$ cat src/rtl/sisu_pkg.sv
package sisu_pkg;

    // Controller states: clear, idle, and source x path active states
    typedef enum logic [2:0] {
        ST_CLEAR = 3'd0,
        ST_IDLE  = 3'd1,
        ST_DBL_A = 3'd2,
        ST_DBL_B = 3'd3,
        ST_DIV_A = 3'd4,
        ST_DIV_B = 3'd5
    } sisu_state_e;

    // Datapath controls issued by the controller
    typedef struct packed {
        logic load;     // capture operand and update result
        logic clear;    // zero both registers
        logic src_b;    // 0 selects operand A, 1 selects operand B
        logic use_div;  // 1 selects the divide path
    } sisu_ctl_t;

endpackage

$ cat src/rtl/sisu_cmp.sv
module sisu_cmp #(
    parameter int DW = 4,
    parameter int LW = 8
) (
    input  logic [DW-1:0] val,
    input  logic [LW-1:0] lim,
    output logic          below
);

    // Unsigned compare with the narrower side zero-extended
    generate
        if (LW > DW) begin : g_ext_val
            logic [LW-1:0] val_ext;
            assign val_ext = {{(LW-DW){1'b0}}, val};
            assign below   = (val_ext < lim);
        end else if (LW == DW) begin : g_same
            assign below = (val < lim);
        end else begin : g_ext_lim
            logic [DW-1:0] lim_ext;
            assign lim_ext = {{(DW-LW){1'b0}}, lim};
            assign below   = (val < lim_ext);
        end
    endgenerate

endmodule

$ cat src/rtl/sisu_ctrl.sv
module sisu_ctrl
    import sisu_pkg::*;
(
    input  logic        clk,
    input  logic        rst,
    input  logic        active,
    input  logic        pick_a,
    input  logic        below,
    output sisu_state_e state,
    output sisu_ctl_t   ctl
);

    sisu_state_e nxt;
    logic        cur_src_b;

    function automatic sisu_state_e pick_state(input logic use_b, input logic lo);
        if (lo) return use_b ? ST_DBL_B : ST_DBL_A;
        else    return use_b ? ST_DIV_B : ST_DIV_A;
    endfunction

    // Source fixed for the burst is encoded in the active state
    assign cur_src_b = (state == ST_DBL_B) || (state == ST_DIV_B);

    // State register
    always_ff @(posedge clk) begin
        if (rst) state <= ST_CLEAR;
        else     state <= nxt;
    end

    // Next-state logic
    always_comb begin
        nxt = ST_IDLE;
        unique case (state)
            ST_CLEAR: nxt = ST_IDLE;
            ST_IDLE:  nxt = active ? pick_state(!pick_a, below) : ST_IDLE;
            ST_DBL_A,
            ST_DBL_B,
            ST_DIV_A,
            ST_DIV_B: nxt = active ? pick_state(cur_src_b, below) : ST_IDLE;
            default:  nxt = ST_IDLE;
        endcase
    end

    // Output decode
    always_comb begin
        ctl = '0;
        unique case (state)
            ST_CLEAR: ctl.clear = 1'b1;
            ST_IDLE:  ctl = '0;
            ST_DBL_A: begin ctl.load = active; ctl.src_b = 1'b0; ctl.use_div = 1'b0; end
            ST_DBL_B: begin ctl.load = active; ctl.src_b = 1'b1; ctl.use_div = 1'b0; end
            ST_DIV_A: begin ctl.load = active; ctl.src_b = 1'b0; ctl.use_div = 1'b1; end
            ST_DIV_B: begin ctl.load = active; ctl.src_b = 1'b1; ctl.use_div = 1'b1; end
            default:  ctl = '0;
        endcase
    end

endmodule

$ cat src/rtl/sisu_datapath.sv
module sisu_datapath
    import sisu_pkg::*;
#(
    parameter int DW    = 4,
    parameter int LW    = 8,
    parameter int UP_SH = 1,
    parameter int DN_SH = 3,
    parameter int OW    = DW + UP_SH
) (
    input  logic          clk,
    input  logic          rst,
    input  logic [DW-1:0] opnd_a,
    input  logic [DW-1:0] opnd_b,
    input  logic [LW-1:0] limit,
    input  sisu_ctl_t     ctl,
    output logic          below,
    output logic [OW-1:0] result
);

    logic [DW-1:0] in_q;
    logic [DW-1:0] pick_v;
    logic [DW-1:0] cmp_v;
    logic [OW-1:0] out_q;
    logic [OW-1:0] up_v;
    logic [OW-1:0] dn_v;
    logic [OW-1:0] nxt_out;

    // Operand mux
    assign pick_v = ctl.src_b ? opnd_b : opnd_a;

    // During a capture, compare the incoming operand; otherwise the stored one
    assign cmp_v = ctl.load ? pick_v : in_q;

    // Scaling paths
    assign up_v    = OW'(in_q) << UP_SH;
    assign dn_v    = OW'(in_q >> DN_SH);
    assign nxt_out = ctl.use_div ? dn_v : up_v;

    always_ff @(posedge clk) begin
        if (rst || ctl.clear) begin
            in_q  <= '0;
            out_q <= '0;
        end else if (ctl.load) begin
            in_q  <= pick_v;
            out_q <= nxt_out;
        end
    end

    sisu_cmp #(.DW(DW), .LW(LW)) u_cmp (
        .val   (cmp_v),
        .lim   (limit),
        .below (below)
    );

    assign result = out_q;

endmodule

$ cat src/rtl/scale_unit.sv
module scale_unit
    import sisu_pkg::*;
#(
    parameter int DW    = 4,
    parameter int LW    = 8,
    parameter int UP_SH = 1,
    parameter int DN_SH = 3,
    localparam int OW   = DW + UP_SH
) (
    input  logic          clk,
    input  logic          rst,
    input  logic [DW-1:0] opnd_a,
    input  logic [DW-1:0] opnd_b,
    input  logic [LW-1:0] limit,
    input  logic          active,
    input  logic          pick_a,
    output logic [OW-1:0] result
);

    sisu_state_e st;
    sisu_ctl_t   ctl;
    logic        below;

    sisu_ctrl u_ctrl (
        .clk    (clk),
        .rst    (rst),
        .active (active),
        .pick_a (pick_a),
        .below  (below),
        .state  (st),
        .ctl    (ctl)
    );

    sisu_datapath #(
        .DW(DW), .LW(LW), .UP_SH(UP_SH), .DN_SH(DN_SH), .OW(OW)
    ) u_dp (
        .clk    (clk),
        .rst    (rst),
        .opnd_a (opnd_a),
        .opnd_b (opnd_b),
        .limit  (limit),
        .ctl    (ctl),
        .below  (below),
        .result (result)
    );

endmodule

$ cat config.mk
export PLATFORM = sky130hd
export DESIGN_NAME = scale_unit
export DESIGN_NICKNAME = d
export VERILOG_FILES = /design/src/rtl/sisu_pkg.sv /design/src/rtl/sisu_cmp.sv /design/src/rtl/sisu_ctrl.sv /design/src/rtl/sisu_datapath.sv /design/src/rtl/scale_unit.sv
export SDC_FILE = /design/constraint.sdc
export NUM_CORES = 1
export LEC_CHECK = 0
export ABC_AREA = 1
export BUFFER_PORTS_ARGS = -buffer_cell sky130_fd_sc_hd__buf_2
export CORE_UTILIZATION = 41
export CTS_CLUSTER_DIAMETER = 120
export DETAILED_ROUTE_END_ITERATION = 16
export PLACE_DENSITY_LB_ADDON = 0.12
export REMOVE_ABC_BUFFERS = 1
export SYNTH_ARGS = -nofsm -noshare
export SYNTH_HDL_FRONTEND = slang
export SYNTH_SLANG_ARGS = --single-unit
$ cat constraint.sdc
create_clock -name clk -period 1.63 [get_ports clk]
set_clock_uncertainty 0.05 [all_clocks]
set_input_delay 0.4075 -clock clk [delete_from_list [all_inputs] [get_ports clk]]
set_output_delay 0.4075 -clock clk [all_outputs]
set_load 0.01 [all_outputs]
==> results.json <==
{
  "synth_seq_cells": 12,
  "p_int_mw": 0.497,
  "synth_top_family_by_area": "simple AND/OR/NAND/NOR gates",
  "dp_cells": 145,
  "ys_types": 19,
  "arrival_ns": 1.91,
  "syn2layout_area_growth_pct": 70.7,
  "synth_commonest_cells": "nand2_1 (25), inv_1 (15), dfxtp_1 (12)",
  "synth_ff_type": "dfxtp_1",
  "track_usage_pct": 22.3,
  "rsz0062_at_grt": "yes",
  "cts_root_buf": "clkbuf_4",
  "fin_setup_tns_ns": -0.229,
  "synth_cells": 95,
  "routabilityCongestion": 0.813,
  "cts_buffers": 3,
  "synth_xor_xnor_area_share_pct": 0,
  "num_antenna_cells": 0,
  "die_width_um": 41.9,
  "wl_met1_um": 842,
  "overflow": 0,
  "fin_nets": 170,
  "period_share_pct": 108,
  "p_total_mw": 0.672,
  "synth_compound_area_share_pct": 15.3,
  "yosys.area_share.simple_pct": 30.1,
  "slew_violations": 0,
  "yosysSeqAreaShare_pct": 36.8,
  "grt_pass1_wl_um": 2920,
  "seq_power_share_pct": 45.0,
  "dr.pass1.iters": 4,
  "comb_power_share_pct": 19.6,
  "std_cell_rows": 14,
  "worstPathRequired_ns": 1.79,
  "p_per_area_mw_per_mm2": 603,
  "setup_viol": 2,
  "wl_per_cell_um": 12.2,
  "path_class": "flip-flop to flip-flop",
  "routed_wl_um": 1980,
  "wl_met2_um": 980,
  "start_kind": "flip-flop",
  "violations": "negative setup slack",
  "grt_pass1_vias": 738,
  "start_util_pct": 43.9,
  "io_pins": 25,
  "die_h_um": 41.9,
  "max-vdd-ir-drop_uv": 673,
  "ant_nets": 0,
  "vias": 816,
  "htreeDepth": 1,
  "grt_max_degree": 10,
  "period_needed_ns": 1.75,
  "p_clk_share_pct": 35.4,
  "fin_ws_ns": -0.125,
  "switchingPower_mw": 0.175,
  "cts_tree": "yes",
  "ys_warn_count": 0,
  "finalHoldViolations": 0,
  "clk_latency_ns": 0.27,
  "tightest_slew_ns": 0.440,
  "status": "finished with violations",
  "synth_area_per_cell_um2": 6.88,
  "cts_buffer_depth": 2,
  "p_leak_nw": 0.582,
  "hold_class": "input port to flip-flop",
  "relSlewSlack_pct": 70.4,
  "synth_area_leaders": "dfxtp_1 (37%), nand2_1 (14%), inv_1 (8.6%), ha_1 (5.7%), nor2_1 (5.7%)",
  "fmax_mhz": 570,
  "synth_fa_ha_area_share_pct": 5.75,
  "max-cap-violations": 0,
  "highest_layer": "met4",
  "switching_share_pct": 26.1,
  "yosysMostFrequentCell": "nand2_1",
  "fin_cells": 162,
  "io_buffers": 24,
  "synth_top_area_share_pct": 36.8,
  "synth.mux.area_fraction_pct": 0,
  "core_area_mm2": 0.00149,
  "cp_max_fo": 4,
  "drtIter0Drc": 10,
  "hpwl_um": 1270,
  "drive_gt1_share_pct": 52.7,
  "die_area_mm2": 0.00176,
  "antenna_found_initial": 0,
  "cp-end-kind": "flip-flop",
  "clock-sinks": 12,
  "wl_met3_um": 79,
  "postSynth.asyncResetShare_pct": 0,
  "drc": 0,
  "synth_area_um2": 653,
  "nFillCells": 111,
  "synth_edf_count": 0,
  "vias_per_cell": 5.04,
  "synth_top_cell_by_area": "dfxtp_1",
  "hold_depth": 2,
  "clk_transition_reported_paths_ns": 0.08,
  "rr_worst_depth": 13
}
==> power groups by stage <==
stage / logic [mW] / registers, mW / clock network [mW]
floorplan: 0.0447 / 0.308 / 0
global placement: 0.0940 / 0.308 / 0
detailed placement: 0.0958 / 0.308 / 0
CTS: 0.109 / 0.302 / 0.245
global route: 0.146 / 0.303 / 0.262
finish: 0.132 / 0.302 / 0.238
==> worst max-delay path, stage by stage (launching register included) <==
cell     delay (ns)
dfxtp_4        0.40
inv_4          0.06
nand2_4        0.08
nand3_4        0.10
buf_6          0.14
nand2_1        0.07
nand2_1        0.07
ha_1           0.29
nand2_1        0.05
nand2_1        0.08
nand2_2        0.06
nand2_2        0.06
nand2_1        0.05
nor2_1         0.11
==> cell usage in the layout (no fill, tap or decap), types with 4 or more instances in the layout <==
cell and n:
nand2_1 15, nor2_1 10, buf_4 19, nand2_4 6
a21oi_1 4, buf_2 24, nand2_2 7, buf_6 5
dfxtp_1 9, inv_1 14
==> path summary, 6_finish.rpt <==
kind / startpoint / end / slack (ns)
worst min register to register: u_dp.result[0] / u_dp.result[0] / 0.44
worst max-delay path: u_ctrl.state[1] / u_ctrl.state[2] / -0.12
worst min-delay path: rst / u_ctrl.state[0] / 0.26
worst max register to register: u_ctrl.state[1] / u_ctrl.state[2] / -0.12
==> metrics by stage <==
stage                     area (um2)  utilization (%)  hold slack, ns  setup slack [ns]
after CTS                        998             67.1           0.266           -0.0280
after floorplan                  642                -           0.417           0.00538
final                           1110             74.9           0.261            -0.125
after detailed placement         865             58.1           0.426           -0.0955
after global routing            1110             74.9           0.255            -0.271
after global placement           865             58.1           0.419            -0.114
==> area by class of cell <==
cell class	instances	area (um2)	area share (%)
inverters	18	75.1	6.73
clock buffers	4	36.3	3.25
flip-flops and latches	12	249	22.3
multi-input cells	64	415	37.3
repair buffers	48	319	28.6
well taps	16	20.0	1.80
==> kinds of logic after synthesis <==
logic type / count (synthesis)
flops: 12
fa+ha+maj: 3
buf+inv: 19
compound gates: 16
simple gates: 45
==> sequential cells by signal, summed over array words and instances, names as in the netlist <==
register,cells
u_ctrl.state,3
u_dp.in_q,4
u_dp.result,5
==> per-layer routing <==
layer	global-route usage, %	vias up
met3	5.22	10
met2	38.1	24
met1	25.3	376
met5	0	-
met4	12.3	0
li1	-	406
==> what timing repair did <==
| item | in CTS | in global routing |
|---|---|---|
| pin swaps | 9 | 16 |
| gates resized for setup | 12 | 22 |
| endpoints found under the setup margin | 2 | 3 |
| setup buffers | 7 | 6 |
| hold buffers | 0 | 0 |
(Power assumes the default switching activity.)
